### config.mk
export PLATFORM = sky130hd
export DESIGN_NAME = keyed_watchdog
export DESIGN_NICKNAME = d
export VERILOG_FILES = /design/src/rtl/wdg_pkg.sv /design/src/rtl/wdg_key_dec.sv /design/src/rtl/wdg_sync_chan.sv /design/src/rtl/wdg_divider.sv /design/src/rtl/keyed_watchdog.sv
export SDC_FILE = /design/constraint.sdc
export NUM_CORES = 1
export LEC_CHECK = 0
export BUFFER_PORTS_ARGS = -buffer_cell sky130_fd_sc_hd__buf_4
export CAP_MARGIN = 5
export CORE_MARGIN = 3
export CORE_UTILIZATION = 47
export CTS_BUF_LIST = sky130_fd_sc_hd__clkbuf_16
export DETAILED_ROUTE_END_ITERATION = 8
export PLACE_DENSITY = 0.67
export SYNTH_ARGS = -nofsm -noshare
export SYNTH_HDL_FRONTEND = slang
export SYNTH_HIERARCHICAL = 1
export SYNTH_SLANG_ARGS = --single-unit
### constraint.sdc
create_clock -name clk -period 3.6 [get_ports clk]
set_clock_uncertainty 0.05 [all_clocks]
set_input_delay 0.36 -clock clk [delete_from_list [all_inputs] [get_ports clk]]
set_output_delay 0.36 -clock clk [all_outputs]
set_load 0.02 [all_outputs]
### src/rtl/wdg_pkg.sv
package wdg_pkg;

    localparam int DATA_W = 16;

    localparam logic [DATA_W-1:0] KEY_UNLOCK  = 16'h5555;
    localparam logic [DATA_W-1:0] KEY_REFRESH = 16'hAAAA;
    localparam logic [DATA_W-1:0] KEY_START   = 16'hCCCC;

    typedef enum logic [1:0] {
        SEL_KEY    = 2'd0,
        SEL_DIV    = 2'd1,
        SEL_RELOAD = 2'd2,
        SEL_STATUS = 2'd3
    } reg_sel_e;

endpackage

### src/rtl/wdg_key_dec.sv
module wdg_key_dec
    import wdg_pkg::*;
(
    input  logic              clk,
    input  logic              rst_n,
    input  logic              key_wr,
    input  logic [DATA_W-1:0] key_val,
    output logic              unlocked,
    output logic              start_hit,
    output logic              refresh_hit
);

    typedef struct packed {
        logic open;
    } key_state_t;

    key_state_t st_d, st_q;

    always_comb begin
        st_d        = st_q;
        start_hit   = 1'b0;
        refresh_hit = 1'b0;
        if (key_wr) begin
            st_d.open   = (key_val == KEY_UNLOCK);
            start_hit   = (key_val == KEY_START);
            refresh_hit = (key_val == KEY_REFRESH);
        end
    end

    always_ff @(posedge clk) begin
        if (!rst_n) st_q <= '0;
        else        st_q <= st_d;
    end

    assign unlocked = st_q.open;

    // any foreign key closes the configuration registers
    a_r4_relock: assert property (@(posedge clk) disable iff (!rst_n)
        (key_wr && key_val != KEY_UNLOCK) |=> !unlocked);

    // the unlock key opens them
    a_r3_unlock: assert property (@(posedge clk) disable iff (!rst_n)
        (key_wr && key_val == KEY_UNLOCK) |=> unlocked);

endmodule

### src/rtl/wdg_sync_chan.sv
module wdg_sync_chan #(
    parameter int          W          = 12,
    parameter logic [W-1:0] RST_VAL   = '0,
    parameter int          SYNC_TICKS = 2
) (
    input  logic         clk,
    input  logic         rst_n,
    input  logic         wr,
    input  logic [W-1:0] din,
    input  logic         tick,
    output logic [W-1:0] shadow,
    output logic [W-1:0] active,
    output logic         busy
);

    localparam int CW = $clog2(SYNC_TICKS + 1);

    typedef struct packed {
        logic [W-1:0]  shadow;
        logic [W-1:0]  active;
        logic          busy;
        logic [CW-1:0] cnt;
    } chan_t;

    chan_t ch_d, ch_q;

    always_comb begin
        ch_d = ch_q;
        if (wr) begin
            ch_d.shadow = din;
            ch_d.busy   = 1'b1;
            ch_d.cnt    = '0;
        end else if (ch_q.busy && tick) begin
            if (ch_q.cnt == CW'(SYNC_TICKS - 1)) begin
                ch_d.busy   = 1'b0;
                ch_d.active = ch_q.shadow;
                ch_d.cnt    = '0;
            end else begin
                ch_d.cnt = ch_q.cnt + 1'b1;
            end
        end
    end

    always_ff @(posedge clk) begin
        if (!rst_n) begin
            ch_q.shadow <= RST_VAL;
            ch_q.active <= RST_VAL;
            ch_q.busy   <= 1'b0;
            ch_q.cnt    <= '0;
        end else begin
            ch_q <= ch_d;
        end
    end

    assign shadow = ch_q.shadow;
    assign active = ch_q.active;
    assign busy   = ch_q.busy;

    // an accepted write raises the flag
    a_r8_flag_on_write: assert property (@(posedge clk) disable iff (!rst_n)
        wr |=> busy);

    // the counting copy moves only at the end of a transfer
    a_r9_active_held: assert property (@(posedge clk) disable iff (!rst_n)
        !busy |=> $stable(active));

endmodule

### src/rtl/wdg_divider.sv
module wdg_divider #(
    parameter int CODE_W   = 3,
    parameter int MAX_CODE = 6
) (
    input  logic              clk,
    input  logic              rst_n,
    input  logic              run,
    input  logic              clear,
    input  logic              tick,
    input  logic [CODE_W-1:0] code,
    output logic              step
);

    localparam int DIV_W = MAX_CODE + 2;

    typedef struct packed {
        logic [DIV_W-1:0] cnt;
    } div_t;

    div_t dv_d, dv_q;
    logic [DIV_W-1:0] limit;
    int               eff;

    always_comb begin
        eff   = (int'(code) > MAX_CODE) ? MAX_CODE : int'(code);
        limit = DIV_W'((1 << (eff + 2)) - 1);
        dv_d  = dv_q;
        step  = 1'b0;
        if (clear) begin
            dv_d.cnt = '0;
        end else if (run && tick) begin
            if (dv_q.cnt >= limit) begin
                dv_d.cnt = '0;
                step     = 1'b1;
            end else begin
                dv_d.cnt = dv_q.cnt + 1'b1;
            end
        end
    end

    always_ff @(posedge clk) begin
        if (!rst_n) dv_q <= '0;
        else        dv_q <= dv_d;
    end

    // a counter step only ever comes from a tick of a running watchdog
    a_r6_step_needs_tick: assert property (@(posedge clk) disable iff (!rst_n)
        step |-> (tick && run));

endmodule

### src/rtl/keyed_watchdog.sv
module keyed_watchdog
    import wdg_pkg::*;
#(
    parameter int CNT_W      = 12,
    parameter int CODE_W     = 3,
    parameter int MAX_CODE   = 6,
    parameter int SYNC_TICKS = 2
) (
    input  logic              clk,
    input  logic              rst_n,
    input  logic              tick,
    input  logic              wr_en,
    input  logic [1:0]        wr_sel,
    input  logic [DATA_W-1:0] wr_data,
    input  logic [1:0]        rd_sel,
    output logic [DATA_W-1:0] rd_data,
    output logic              running,
    output logic              wdg_req
);

    localparam logic [CNT_W-1:0] RELOAD_RST = '1;

    typedef struct packed {
        logic             running;
        logic [CNT_W-1:0] cnt;
        logic             req;
    } core_t;

    core_t core_d, core_q;

    logic              key_wr, div_wr, rld_wr;
    logic              unlocked, start_hit, refresh_hit, reload_evt;
    logic              step;
    logic [CODE_W-1:0] div_shadow, div_act;
    logic [CNT_W-1:0]  rld_shadow, rld_act;
    logic              div_busy, rld_busy;

    assign key_wr = wr_en && (wr_sel == SEL_KEY);
    assign div_wr = wr_en && (wr_sel == SEL_DIV)    && unlocked;
    assign rld_wr = wr_en && (wr_sel == SEL_RELOAD) && unlocked;

    wdg_key_dec u_key (
        .clk         (clk),
        .rst_n       (rst_n),
        .key_wr      (key_wr),
        .key_val     (wr_data),
        .unlocked    (unlocked),
        .start_hit   (start_hit),
        .refresh_hit (refresh_hit)
    );

    wdg_sync_chan #(
        .W          (CODE_W),
        .RST_VAL    ('0),
        .SYNC_TICKS (SYNC_TICKS)
    ) u_div_sync (
        .clk    (clk),
        .rst_n  (rst_n),
        .wr     (div_wr),
        .din    (wr_data[CODE_W-1:0]),
        .tick   (tick),
        .shadow (div_shadow),
        .active (div_act),
        .busy   (div_busy)
    );

    wdg_sync_chan #(
        .W          (CNT_W),
        .RST_VAL    (RELOAD_RST),
        .SYNC_TICKS (SYNC_TICKS)
    ) u_rld_sync (
        .clk    (clk),
        .rst_n  (rst_n),
        .wr     (rld_wr),
        .din    (wr_data[CNT_W-1:0]),
        .tick   (tick),
        .shadow (rld_shadow),
        .active (rld_act),
        .busy   (rld_busy)
    );

    assign reload_evt = start_hit || refresh_hit;

    wdg_divider #(
        .CODE_W   (CODE_W),
        .MAX_CODE (MAX_CODE)
    ) u_div (
        .clk   (clk),
        .rst_n (rst_n),
        .run   (core_q.running),
        .clear (reload_evt),
        .tick  (tick),
        .code  (div_act),
        .step  (step)
    );

    always_comb begin
        core_d     = core_q;
        core_d.req = 1'b0;
        if (start_hit) core_d.running = 1'b1;
        if (reload_evt) begin
            core_d.cnt = rld_act;
        end else if (core_q.running && step) begin
            if (core_q.cnt <= CNT_W'(1)) begin
                core_d.cnt = rld_act;
                core_d.req = 1'b1;
            end else begin
                core_d.cnt = core_q.cnt - 1'b1;
            end
        end
    end

    always_ff @(posedge clk) begin
        if (!rst_n) begin
            core_q.running <= 1'b0;
            core_q.cnt     <= RELOAD_RST;
            core_q.req     <= 1'b0;
        end else begin
            core_q <= core_d;
        end
    end

    always_comb begin
        rd_data = '0;
        case (rd_sel)
            SEL_DIV:    rd_data[CODE_W-1:0] = div_shadow;
            SEL_RELOAD: rd_data[CNT_W-1:0]  = rld_shadow;
            SEL_STATUS: rd_data[1:0]        = {rld_busy, div_busy};
            default:    rd_data = '0;
        endcase
    end

    assign running = core_q.running;
    assign wdg_req = core_q.req;

    // once started, nothing stops the watchdog
    a_r5_sticky_run: assert property (@(posedge clk) disable iff (!rst_n)
        running |=> running);

    // the request is a single clock wide
    a_r11_req_pulse: assert property (@(posedge clk) disable iff (!rst_n)
        wdg_req |=> !wdg_req);

    // a request comes only from a running watchdog
    a_r11_req_running: assert property (@(posedge clk) disable iff (!rst_n)
        wdg_req |-> running);

    // a refresh loads the counter from the counting-side reload copy
    a_r10_refresh_load: assert property (@(posedge clk) disable iff (!rst_n)
        (key_wr && wr_data == KEY_REFRESH) |=> (core_q.cnt == $past(rld_act)));

    // locked writes leave the readback untouched
    a_r3_locked_div: assert property (@(posedge clk) disable iff (!rst_n)
        !unlocked |=> $stable(div_shadow));

endmodule

* After elaboration in Yosys (flattened, before gate mapping)
Cells that the tools add are included.
Operators by class: eq/ne operators 10, $add $sub $neg 6, magnitude comparators 3, shifts and indexed selects 1, bitwise logic cells 4, mux-type cells 22, reduce and logical (&&, ||, !) cells 24
Operators with widths (number):
- 32-bit by 3-bit adder with 32-bit output (second input constant) | 1
- 16-bit equality test (second input constant) | 2
- 1-bit by 32-bit left shift with 8-bit output (first input constant) | 1
- 12-bit 2-to-1 mux | 2
- 16-bit by 15-bit equality test with 1-bit output (second input constant) | 1
- 3-bit 2-to-1 mux | 5
- 13-bit 2-to-1 mux | 1
- 12-bit by 1-bit less-or-equal comparator with 1-bit output (second input constant) | 1
- 12-bit by 1-bit subtractor with 12-bit output (second input constant) | 1
- 2-bit nonzero test | 5
- 1-bit logical AND | 9
- 9-bit 2-to-1 mux | 1
- 8-bit by 1-bit adder with 8-bit output (second input constant) | 1
- 2-bit by 1-bit equality test with 1-bit output (second input constant) | 4
- 8-bit >= comparator | 1
- 1-bit 2-to-1 mux | 8
- 8-bit 2-to-1 mux | 1
- 8-bit by 2-bit subtractor with 8-bit output (second input constant) | 1
- 2-bit equality test (second input constant) | 3
- 2-bit case mux with 3 select lines | 1
- 3-bit AND reduction | 2
- 2-bit OR reduction | 3
- 2-bit by 1-bit adder with 2-bit output (second input constant) | 2
- 2-bit 2-to-1 mux | 2
- 7 further kinds | 11
Storage, ports and cells: flip-flop bits (word level) 59, input port bits 24

* Depth between registers and ports, before layout
Gate-level depths: netlist (run 1).
word-level depth 12, mapped depth 16, depth with buffers taken out 14

* Modules after synthesis
The synthesis (run 1) kept the hierarchy.
By module, submodules not included:
- wdg_sync_chan at u_rld_sync | times used 1, area each 1207.4 sq um, cells an instance 128
- keyed_watchdog | times used 1, area each 1197.4 sq um, cells an instance 147
- wdg_divider | times used 1, area each 636.9 sq um, cells an instance 68
- wdg_sync_chan at u_div_sync | times used 1, area each 404.1 sq um, cells an instance 40
- wdg_key_dec | times used 1, area each 138.9 sq um, cells an instance 17

* Least setup slack after synthesis (run 1)
No wires, ideal clock.
path type reg2reg, start register, netlist name u_div_sync/active[1], end register core_q[1] (netlist bit), cell stages (with the launch flop) 17, setup time 84 ps, period minus slack after synthesis 2997 ps, arrival 2863 ps, slack 603 ps, path buffers 2, path through dfxtp_1 > buf_4 > inv_1 > ha_1 > nor3b_1 > xnor2_1 > nor2_1 > ha_1 > nand4_1 > a211oi_1 > and2b_2 > nor2_1 > a211oi_1 > clkbuf_1 > nand2_1 > o21ai_0 > o31ai_2
Between the ends: cells in the longest elaborated chain, start to end 11
RTL lines:
- 3-bit greater-than comparator | line wdg_divider.sv:25 | eff = (int'(code) > MAX_CODE) ? MAX_CODE : int'(code);
- 3-bit 2-to-1 mux (*) | line wdg_divider.sv:25
- 32-bit by 3-bit adder with 32-bit output (*) | line wdg_divider.sv:26 | limit = DIV_W'((1 << (eff + 2)) - 1);
- 1-bit by 32-bit left shift with 8-bit output (*) | line wdg_divider.sv:26
- 8-bit by 2-bit subtractor with 8-bit output (*) | line wdg_divider.sv:26
- 8-bit >= comparator (*) | line wdg_divider.sv:32 | if (dv_q.cnt >= limit) begin
- 1-bit 2-to-1 mux (*) | line wdg_divider.sv:32
- 1-bit 2-to-1 mux (*) | line wdg_divider.sv:31 | end else if (run && tick) begin
- 1-bit 2-to-1 mux (*) | line wdg_divider.sv:29 | if (clear) begin
- net step | line keyed_watchdog.sv:33 | logic step;
- 1-bit logical AND (*) | line keyed_watchdog.sv:103 | end else if (core_q.running && step) begin
- 2-bit nonzero test (no line) (*)
- end signal: assignment | line keyed_watchdog.sv:119 | core_q <= core_d;
- end: declaration | line keyed_watchdog.sv:29 | core_t core_d, core_q;
The timed path passes the listed nets; every way through them passes the cells marked *. A chain may end at the register's enable or synchronous reset.

* Worst setup path after layout (run 1)
start register, netlist name u_div_sync/active[1], end register core_q[11] (netlist bit)
Between the ends: cells in the longest elaborated chain, start to end 11
RTL lines (line):
- 3-bit greater-than comparator | wdg_divider.sv:25
- 3-bit 2-to-1 mux (*) | wdg_divider.sv:25
- 32-bit by 3-bit adder with 32-bit output (*) | wdg_divider.sv:26
- 1-bit by 32-bit left shift with 8-bit output (*) | wdg_divider.sv:26
- 8-bit by 2-bit subtractor with 8-bit output (*) | wdg_divider.sv:26
- 8-bit >= comparator (*) | wdg_divider.sv:32
- 1-bit 2-to-1 mux (*) | wdg_divider.sv:32
- 1-bit 2-to-1 mux (*) | wdg_divider.sv:31
- 1-bit 2-to-1 mux (*) | wdg_divider.sv:29
- net step | keyed_watchdog.sv:33
- 1-bit logical AND (*) | keyed_watchdog.sv:103
- 2-bit nonzero test (no line) (*)
Marks and branches as above.

==> results of run 1 <==
[metrics by stage]
| stage | utilization, % | TNS (ns) | instances | instance area [um2] |
|---|---|---|---|---|
| floorplan | - | 0 | 403 | 3600 |
| global placement | 50.0 | 0 | 489 | 3660 |
| detailed placement | 50.0 | -0.0641 | 489 | 3660 |
| CTS | 53.5 | 0 | 504 | 3920 |
| global route | 53.7 | 0 | 504 | 3940 |
| finish | 53.7 | 0 | 504 | 3940 |
[sequential cells by signal, indices dropped and copies added (netlist names)]
register and count:
u_rld_sync/busy 1, u_key/unlocked 1, u_rld_sync/ch_q 2, u_rld_sync/active 12, u_div_sync/ch_q 2, u_div/dv_q 8, wdg_req 1, u_rld_sync/shadow 12
running 1, core_q 12, u_div_sync/busy 1, u_div_sync/active 3, u_div_sync/shadow 3
[logic make-up after synthesis]
group	Yosys count	share of synthesized area [%]
XOR/XNOR	15	3.66
buffers and inverters	79	13.1
AO/OA/AOI/OAI	91	19.7
AND/OR/NAND/NOR	127	21.4
adder cells (fa/ha/maj)	18	6.28
multiplexers	10	2.79
flip-flops	59	32.9
other	1	0.105
[metal layers]
metal / track usage (%) / vias to the layer above / routed length, um / share of wire (%)
met5: 0 / - / 0 / 0
met4: 7.94 / 0 / 104 / 1.4
met3: 4.59 / 8 / 427 / 5.7
met2: 27.7 / 85 / 3380 / 45
met1: 24.2 / 1315 / 3600 / 48
li1: - / 1400 / - / -
[cell type report]
cell class | instances | area [um2] | share of cell area [%]
clock buffer | 9 | 225 | 5.72
clock inverter | 6 | 25.0 | 0.636
inverter | 23 | 86.3 | 2.19
multi-input combinational | 265 | 1970 | 50.1
sequential | 59 | 1180 | 30.0
tap | 99 | 124 | 3.15
timing repair buffer | 43 | 323 | 8.20
[final timing paths]
| kind | endpoint | slack (ns) | cells past startpoint | start |
|---|---|---|---|---|
| setup / recovery | core_q[11] | 0.28 | 14 | u_div_sync/active[1] |
| hold / removal | u_rld_sync/shadow[5] | 0.23 | 3 | wr_data[5] |
| setup reg to reg | core_q[11] | 0.28 | 14 | u_div_sync/active[1] |
| hold reg to reg | u_div_sync/active[1] | 0.44 | 2 | u_div_sync/shadow[1] |
[power by group]
group          leakage [nW]  switching, mW  internal [mW]
clock network         0.129          0.272          0.448
logic                  1.02         0.0450         0.0353
registers             0.477     0.00000223          0.654
[critical path, stage by stage (launching register included)]
cell	delay (ns)
dfxtp_1	0.39
inv_1	0.08
ha_1	0.32
nor3b_1	0.24
xnor2_1	0.15
nor2_1	0.07
ha_1	0.29
nand4_1	0.17
a211oi_1	0.26
and2b_2	0.25
nor2_2	0.19
nand2_1	0.18
nor3_1	0.23
a21oi_1	0.09
a211o_1	0.24
[timing repair]
item,in CTS,in global routing
pin swaps,0,0
cloned,0,0
resized for setup,1,4
endpoints found under the setup margin,1,4
[cell usage in the layout (no fill, tap or decap), drive strengths merged, types with 4 or more instances in the layout]
cell | netlist | final
dfxtp | 59 | 59
buf | 45 | 43
nand2 | 30 | 30
o21ai | 27 | 27
o211ai | 25 | 25
inv | 23 | 24
nor2 | 24 | 24
ha | 18 | 18
and2 | 12 | 12
nor3 | 12 | 12
xor2 | 11 | 11
mux2i | 10 | 10
a221oi | 9 | 9
clkbuf | 11 | 9
nand4 | 9 | 9
nor3b | 8 | 8
nor2b | 5 | 5
o31ai | 5 | 5
clkinv | 0 | 5
a21oi | 4 | 4
xnor2 | 4 | 4
conb | 1 | 4
and4b | 4 | 4
==> results by group, run 1 <==
Setup path
  • Critical Path End Type: register
  • Sort of element at the start of the critical path: register
  • Data required, critical path: 3.75 ns
  • CP arrival: 3.48 ns
  • Highest fanout seen on the critical path: 5
  • Worst Setup Path Type: reg -> reg

Synth
  • Number of synthesized flops with an enable pin: 0
  • Proportion of register bits with asynchronous set or reset after synthesis: 0%
  • Summed instance area of the synthesized netlist: 3580 um2
  • Sequential element share of the synthesized area: 32.9%
  • Ranking of synthesized cells by area: dfxtp_1 33%, buf_4 7.3%, ha_1 6.3%, o211ai_1 3.4%, nand2_1 3.1%
  • Count of mapped cells out of synthesis: 400
  • Number of synthesis warnings: 6
  • Largest area contributor in the synthesized netlist: dfxtp_1
  • Synthesized flop and latch total: 59
  • Dominant register cell in the synthesized netlist: dfxtp_1
  • Area fraction of the dominant cell type after synthesis: 32.9%
  • Most instantiated library cell after synthesis: dfxtp_1
  • Mean cell area of the mapped netlist: 8.96 um2
  • Most instantiated cells after synthesis: 59 x dfxtp_1, 35 x buf_4, 30 x nand2_1, 24 x nor2_1
  • Netlist cell types: 63

Die
  • Overall die width: 93.3 um
  • Initial Util: 48.9%
  • Die H: 93.3 um
  • Area of the core: 7330 um2
  • Standard-cell row count: 31
  • Total die area: 8710 um2
  • I/O pin count: 42

Run status
  • Outcome: finished clean

Clock tree
  • Post-CTS Setup Repair Bufs: 0
  • Clock latency on the worst-skew pair: 0.32 ns
  • Cts bufs inserted: 9
  • Clock Pin Slew Worst Setup and Hold Paths: 0.05 ns
  • Cts-stage hold buffer count: 0
  • CTS root buffer: clkbuf_16
  • Count of H-tree levels built during CTS: 3
  • CTS tree: done
  • TritonCTS sink count: 59
  • Maximum clock insertion buffer count: 2

Power
  • PD cells: 369 nW/um2
  • Total design power: 1.45 mW
  • Worst IR drop on VDD: 0.281 mV
  • Leakage power summed over all cells: 1.62 nW

Timing
  • Max-slew violation count: 0
  • Final-report hold violation count: 0
  • Max Freq: 301 MHz
  • Hold Slack: 0.230 ns
  • Minimum period implied by the final worst setup slack: 3.32 ns
  • Setup violators final: 0
  • Slack of the critical path: 0.278 ns
  • Slew @ Worst Pin: 0.730 ns
  • Period utilisation layout: 92.3%
  • Unrepaired setup endpoints after global routing: no
  • Relative max-transition margin: 51.1%

Global routing
  • Global-route wire length before repair: 12.7 mm
  • Number of antenna violations at the first check in global routing: 0
  • GRT Residual Overflow: 0
  • Via count of the first global-routing pass: 2719
  • Overall global routing resource usage: 18.2%
  • Largest net degree at the start of global routing: 45

Drt
  • Drt first-iter violations: 179
  • Remaining number of nets flagged by the antenna check after routing: 0
  • Total Routed Length: 7.51 mm
  • Post-detailed-route DRC marker count: 0
  • WL per Instance: 14.9 um
  • Number of vias per cell: 5.57
  • First-pass DRT Iterations: 5
  • Total via count after detailed routing: 2808

Placed design
  • Post-Place Worst Slack: -0.0641 ns
  • Count of buffers inserted at the top-level ports: 37
  • HPWL after detailed placement: 5.37 mm
  • Placer Congestion: 0.846

Cells and area
  • Number of fillers in the final layout: 692
  • Final layout net count: 443
  • Number of antenna cells inserted: 0
  • Share of final-layout standard cells stronger than drive strength 1: 21.0%
  • Area Overhead vs Synth: 9.81%

Worst hold path
  • Classification of the worst-slack hold path: in -> reg

Flow run
  • Number of violations of the max-capacitance limit: 0
Note: power is estimated with default switching activity, not from simulation.
==> inputs of run 2 (changes only) <==
--- a/config.mk
+++ b/config.mk
@@ -12,6 +12,7 @@
 export CTS_BUF_LIST = sky130_fd_sc_hd__clkbuf_16
 export DETAILED_ROUTE_END_ITERATION = 8
 export PLACE_DENSITY = 0.67
+export SKIP_CTS_REPAIR_TIMING = 1
 export SYNTH_ARGS = -nofsm -noshare
 export SYNTH_HDL_FRONTEND = slang
 export SYNTH_HIERARCHICAL = 1
==> constraint.sdc (replaced) <==
create_clock -name clk -period 3.6 [get_ports clk]
set_clock_uncertainty 0.05 [all_clocks]
set_input_delay 1.08 -clock clk [delete_from_list [all_inputs] [get_ports clk]]
set_output_delay 1.08 -clock clk [all_outputs]
set_load 0.02 [all_outputs]
==> results by group, run 2 (synthesized netlist as in run 1, its figures left out) <==
Clock tree
  • CTS root buffer: clkbuf_16 (unchanged)
  • CTS tree: done (unchanged)
  • Clock latency on the worst-skew pair: 0.32 ns (about the same)
  • Count of H-tree levels built during CTS: 3 (unchanged)
  • Maximum clock insertion buffer count: 2 (unchanged)
  • Clock Pin Slew Worst Setup and Hold Paths: 0.05 ns (about the same)
  • Cts bufs inserted: 9 (unchanged)
  • TritonCTS sink count: 59 (unchanged)

Timing
  • Final-report hold violation count: 0 (unchanged)
  • Period utilisation layout: 91.9% (was 92.3%)
  • Slew @ Worst Pin: 0.617 ns (was 0.730 ns)
  • Setup violators final: 0 (unchanged)
  • Unrepaired setup endpoints after global routing: no (unchanged)
  • Minimum period implied by the final worst setup slack: 3.31 ns (was 3.32 ns)
  • Relative max-transition margin: 58.7% (was 51.1%)
  • Max Freq: 302 MHz (was 301 MHz)
  • Max-slew violation count: 0 (unchanged)
  • Setup TNS: 0 ns (unchanged)

Setup path
  • CP peak stage delay: 0.40 ns (was 0.39 ns)
  • Beginning of the critical path: u_div_sync/active[1] (unchanged)
  • Highest fanout seen on the critical path: 11 (was 5)
  • Worst path bufs/invs: 2 (was 1)
  • Data required, critical path: 3.74 ns (was 3.75 ns)
  • Worst R2R Start: u_div_sync/active[1] (unchanged)
  • CP max stage cell: dfxtp_1 (unchanged)
  • Worst Setup Path Type: reg -> reg (unchanged)
  • Critical Path End Type: register (unchanged)
  • CP top delay family: compound AO/OA/AOI/OAI gates (was simple AND/OR/NAND/NOR gates)
  • Worst path cell trace: inv_1, ha_1, nor3b_2, xnor2_1, nor2_1, ha_1, nand4_1, a211oi_2, and2b_2, nor2_2, a211oi_1, buf_4, a22o_1, a311oi_1, o31ai_1 (was inv_1, ha_1, nor3b_1, xnor2_1, nor2_1, ha_1, nand4_1, a211oi_1, and2b_2, nor2_2, nand2_1, nor3_1, a21oi_1, a211o_1)
  • Most common cell on crit path: ha_1 (unchanged)
  • CP arrival: 3.45 ns (was 3.48 ns)
  • Sort of element at the start of the critical path: register (unchanged)

Cells and area
  • Commonest cells after routing, fill and taps aside: 59 x dfxtp_1, 42 x buf_4, 30 x nand2_1 (was 59 x dfxtp_1, 43 x buf_4, 30 x nand2_1)
  • Number of antenna cells inserted: 0 (unchanged)
  • Share of final-layout standard cells stronger than drive strength 1: 21.1% (was 21.0%)
  • Final layout net count: 442 (was 443)
  • Final core occ: 53.5% (was 53.7%)
  • Area Overhead vs Synth: 9.42% (was 9.81%)
  • Most common cell after layout, fill and taps aside: dfxtp_1 (unchanged)
  • Largest registers in the final layout: core_q: 12 flops, u_rld_sync/active: 12 flops, u_rld_sync/shadow: 12 flops (unchanged)

Worst hold path
  • Classification of the worst-slack hold path: reg -> reg (was in -> reg)
  • Startpoint of the tightest hold check path: u_key/unlocked (was wr_data[5])

Die
  • Die H: 93.3 um (unchanged)
  • Initial Util: 48.9% (unchanged)
  • Overall die width: 93.3 um (unchanged)
  • Area of the core: 7330 um2 (unchanged)
  • Standard-cell row count: 31 (unchanged)
  • Total die area: 8710 um2 (unchanged)
  • I/O pin count: 42 (unchanged)

Global routing
  • Global-route wire length before repair: 12.9 mm (was 12.7 mm)
  • GRT Residual Overflow: 0 (unchanged)
  • Overall global routing resource usage: 18.5% (was 18.2%)
  • Number of antenna violations at the first check in global routing: 0 (unchanged)
  • Largest net degree at the start of global routing: 28 (was 45)
  • Via count of the first global-routing pass: 2581 (was 2719)

Placed design
  • HPWL after detailed placement: 5.32 mm (was 5.37 mm)
  • Count of buffers inserted at the top-level ports: 37 (unchanged)
  • Placer Congestion: 0.853 (was 0.846)

Power
  • Combinational group share of total power: 5.6% (was 5.5%)
  • Worst IR drop on VDD: 0.270 mV (was 0.281 mV)
  • Total design power: 1.46 mW (was 1.45 mW)
  • Sequential group share of total power: 44.7% (was 45.0%)
  • Leakage power summed over all cells: 1.62 nW (about the same)
  • PD cells: 373 nW/um2 (was 369 nW/um2)
  • Internal power contribution: 1.14 mW (about the same)
  • Power share of the clock group: 49.7% (was 49.5%)
  • Sw Ratio: 22.2% (was 21.8%)
  • Switching power: 0.325 mW (was 0.317 mW)

Drt
  • WL per Instance: 14.7 um (was 14.9 um)
  • Total Routed Length: 7.39 mm (was 7.51 mm)
  • Number of vias per cell: 5.52 (was 5.57)
  • First-pass DRT Iterations: 6 (was 5)
  • Remaining number of nets flagged by the antenna check after routing: 0 (unchanged)
  • Drt first-iter violations: 183 (was 179)
  • Total via count after detailed routing: 2770 (was 2808)
  • Post-detailed-route DRC marker count: 0 (unchanged)

Flow run
  • Number of violations of the max-capacitance limit: 0 (unchanged)

Run status
  • Outcome: finished clean (unchanged)
[run 2: path summary, 6_finish.rpt]
| path | endpoint | slack (ns) | cells after the start |
|---|---|---|---|
| setup / recovery | core_q[9] | 0.29 | 15 |
| hold / removal | u_key/unlocked | 0.43 | 2 |
| setup reg to reg | core_q[9] | 0.29 | 15 |
| hold reg to reg | u_key/unlocked | 0.43 | 2 |
[run 2: final cells by class]
type,instances,area [um2]
repair buffers,42,315
clock buffers,9,225
multi-input cells,265,1970
fillers,657,3410
clock inverters,5,22.5
well taps,99,124
inverters,23,86.3
flip-flops and latches,59,1180
[run 2: worst reg2reg max path, stage by stage (launching register included)]
cell and delay [ns]:
dfxtp_1 0.40, inv_1 0.13, ha_1 0.34, nor3b_2 0.19, xnor2_1 0.14, nor2_1 0.06
ha_1 0.27, nand4_1 0.18, a211oi_2 0.24, and2b_2 0.25, nor2_2 0.12, a211oi_1 0.09
buf_4 0.19, a22o_1 0.19, a311oi_1 0.24, o31ai_1 0.10
[run 2: routing by layer]
metal / wire length [um] / track usage, %
met5: 0 / 0
met4: 74 / 6.59
met3: 398 / 5.15
met2: 3310 / 27.0
met1: 3610 / 26.1
[run 2: through the flow]
step	instances	hold WS, ns	area (um2)	setup WS (ns)
2_1_floorplan	403	0.385	3600	0.220
4_1_cts	502	0.435	3900	0.204
3_3_place_gp	488	0.421	3660	0.306
6_report	502	0.435	3920	0.293
3_5_place_dp	488	0.426	3660	0.226
5_1_grt	502	0.466	3920	0.00300
[run 2: power by group through the flow]
| stage | logic (mW) | registers, mW | clock network (mW) |
|---|---|---|---|
| 3_3_place_gp | 0.0810 | 0.667 | 0 |
| 6_report | 0.0816 | 0.654 | 0.727 |
| 2_1_floorplan | 0.0415 | 0.667 | 0 |
| 3_5_place_dp | 0.0817 | 0.667 | 0 |
| 5_1_grt | 0.0892 | 0.653 | 0.778 |
| 4_1_cts | 0.0823 | 0.654 | 0.741 |
==> inputs of run 3 (changes only) <==
--- a/config.mk
+++ b/config.mk
@@ -11,7 +11,7 @@
 export CORE_UTILIZATION = 47
 export CTS_BUF_LIST = sky130_fd_sc_hd__clkbuf_16
 export DETAILED_ROUTE_END_ITERATION = 8
-export PLACE_DENSITY = 0.67
+export PLACE_DENSITY = 0.72
 export SKIP_CTS_REPAIR_TIMING = 1
 export SYNTH_ARGS = -nofsm -noshare
 export SYNTH_HDL_FRONTEND = slang
==> results by group, run 3 (synthesized netlist as in run 1, its figures left out) <==
Drt
  • Remaining number of nets flagged by the antenna check after routing: 0 (unchanged)
  • Total Routed Length: 7.46 mm (was 7.39 mm)
  • First-pass DRT Iterations: 5 (was 6)
  • Post-detailed-route DRC marker count: 0 (unchanged)
  • Drt first-iter violations: 154 (was 183)
  • Total via count after detailed routing: 2819 (was 2770)
  • WL per Instance: 14.8 um (was 14.7 um)
  • Number of vias per cell: 5.60 (was 5.52)

Timing
  • Unrepaired setup endpoints after global routing: no (unchanged)
  • Slew @ Worst Pin: 0.704 ns (was 0.617 ns)
  • Max-slew violation count: 0 (unchanged)
  • Setup violators final: 0 (unchanged)
  • Setup TNS: 0 ns (unchanged)
  • Period utilisation layout: 91.2% (was 91.9%)
  • Minimum period implied by the final worst setup slack: 3.28 ns (was 3.31 ns)
  • Max Freq: 304 MHz (was 302 MHz)
  • Relative max-transition margin: 52.8% (was 58.7%)
  • Final-report hold violation count: 0 (unchanged)

Setup path
  • Sort of element at the start of the critical path: primary input (was register)
  • Most common cell on crit path: buf_4 (was ha_1)
  • CP peak stage delay: 0.36 ns (was 0.40 ns)
  • Highest fanout seen on the critical path: 12 (was 11)
  • Worst Setup Path Type: in -> out (was reg -> reg)
  • Data required, critical path: 2.47 ns (was 3.74 ns)
  • Worst path cell trace: buf_4, inv_1, ha_1, a222oi_1, nor2_1, buf_4 (was inv_1, ha_1, nor3b_2, xnor2_1, nor2_1, ha_1, nand4_1, a211oi_2, and2b_2, nor2_2, a211oi_1, buf_4, a22o_1, a311oi_1, o31ai_1)
  • CP max stage cell: a222oi_1 (was dfxtp_1)
  • CP arrival: 2.15 ns (was 3.45 ns)
  • Critical Path End Type: primary output (was register)

Clock tree
  • Maximum clock insertion buffer count: 2 (unchanged)
  • Cts bufs inserted: 9 (unchanged)
  • Count of H-tree levels built during CTS: 3 (unchanged)
  • TritonCTS sink count: 59 (unchanged)
  • CTS tree: done (unchanged)
  • Clock Pin Slew Worst Setup and Hold Paths: 0.05 ns (about the same)
  • CTS root buffer: clkbuf_16 (unchanged)
  • Clock latency on the worst-skew pair: 0.33 ns (was 0.32 ns)

Placed design
  • Count of buffers inserted at the top-level ports: 37 (unchanged)
  • HPWL after detailed placement: 5.37 mm (was 5.32 mm)
  • Placement-stage cell area: 3650 um2 (was 3660 um2)
  • Placer Congestion: 0.835 (was 0.853)

Power
  • Switching power: 0.353 mW (was 0.325 mW)
  • Leakage power summed over all cells: 1.65 nW (was 1.62 nW)
  • Power share of the clock group: 57.2% (was 49.7%)
  • Internal power contribution: 1.36 mW (was 1.14 mW)
  • Sequential group share of total power: 38.1% (was 44.7%)
  • Sw Ratio: 20.6% (was 22.2%)
  • PD cells: 428 nW/um2 (was 373 nW/um2)
  • Worst IR drop on VDD: 0.237 mV (was 0.270 mV)
  • Combinational group share of total power: 4.7% (was 5.6%)

Cells and area
  • Largest registers in the final layout: core_q: 12 flops, u_rld_sync/active: 12 flops, u_rld_sync/shadow: 12 flops (unchanged)
  • Area Overhead vs Synth: 11.7% (was 9.42%)
  • Final layout net count: 441 (was 442)
  • Most common cell after layout, fill and taps aside: dfxtp_1 (unchanged)
  • Fin area: 4000 um2 (was 3920 um2)
  • Number of fillers in the final layout: 641 (was 657)
  • Commonest cells after routing, fill and taps aside: 59 x dfxtp_1, 41 x buf_4, 30 x nand2_1 (was 59 x dfxtp_1, 42 x buf_4, 30 x nand2_1)
  • Share of final-layout standard cells stronger than drive strength 1: 21.3% (was 21.1%)
  • Number of antenna cells inserted: 0 (unchanged)

Die
  • Die H: 93.3 um (unchanged)
  • I/O pin count: 42 (unchanged)
  • Overall die width: 93.3 um (unchanged)
  • Standard-cell row count: 31 (unchanged)
  • Area of the core: 7330 um2 (unchanged)
  • Initial Util: 48.9% (unchanged)
  • Total die area: 8710 um2 (unchanged)

Global routing
  • Largest net degree at the start of global routing: 45 (was 28)
  • Via count of the first global-routing pass: 2710 (was 2581)
  • Overall global routing resource usage: 17.9% (was 18.5%)
  • Global-route wire length before repair: 12.6 mm (was 12.9 mm)
  • Number of antenna violations at the first check in global routing: 0 (unchanged)
  • GRT Residual Overflow: 0 (unchanged)

Worst hold path
  • Classification of the worst-slack hold path: reg -> reg (unchanged)

Run status
  • Outcome: finished clean (unchanged)

Flow run
  • Number of violations of the max-capacitance limit: 0 (unchanged)
## run 3: metrics by stage
stage / worst slack (ns) / util, % / total power [mW] / instances / hold slack, ns
floorplan: 0.220 / - / 0.709 / 403 / 0.385
global placement: 0.351 / 49.8 / 0.747 / 487 / 0.419
detailed placement: 0.236 / 49.8 / 0.748 / 487 / 0.426
CTS: 0.153 / 54.4 / 1.72 / 503 / 0.434
global route: 0.0283 / 54.6 / 1.76 / 503 / 0.464
finish: 0.316 / 54.6 / 1.72 / 503 / 0.435
## run 3: routing by layer
layer / track usage (%) / up-vias / wire (um)
met3: 4.59 / 12 / 410
li1: - / 1399 / -
met2: 27.8 / 90 / 3480
met1: 23.1 / 1318 / 3460
met5: 0 / - / 0
met4: 8.18 / 0 / 112
## run 3: worst paths after layout
check / startpoint / end / slack (ns) / cells after the start
worst max-delay path: rd_sel[0] / rd_data[1] / 0.32 / 6
worst min-delay path: u_div_sync/shadow[2] / u_div_sync/active[2] / 0.44 / 2
worst max register to register: u_div_sync/active[1] / core_q[9] / 0.33 / 15
worst min register to register: u_div_sync/shadow[2] / u_div_sync/active[2] / 0.44 / 2
## run 3: layout make-up
class | instances | area (um2) | area share (%)
Tap cell | 99 | 124 | 3.09
Inverter | 23 | 86.3 | 2.16
Clock inverter | 7 | 118 | 2.94
Clock buffer | 9 | 225 | 5.63
Multi-Input combinational cell | 265 | 1960 | 49.0
Sequential cell | 59 | 1180 | 29.5
Timing Repair Buffer | 41 | 308 | 7.69
## run 3: power by group through the flow
stage	logic [mW]	registers (mW)	clock network (mW)
2_1_floorplan	0.0415	0.667	0
3_3_place_gp	0.0795	0.667	0
3_5_place_dp	0.0809	0.667	0
4_1_cts	0.0810	0.653	0.988
5_1_grt	0.0867	0.653	1.03
6_report	0.0807	0.653	0.981
## run 3: worst max-delay path, delay by kind of cell
kind,cells,cell delay [ns]
AOI/OAI and AO/OA,1,0.36
adders and majority gates,1,0.32
buffers and inverters,3,0.30
and+or+nand+nor,1,0.08
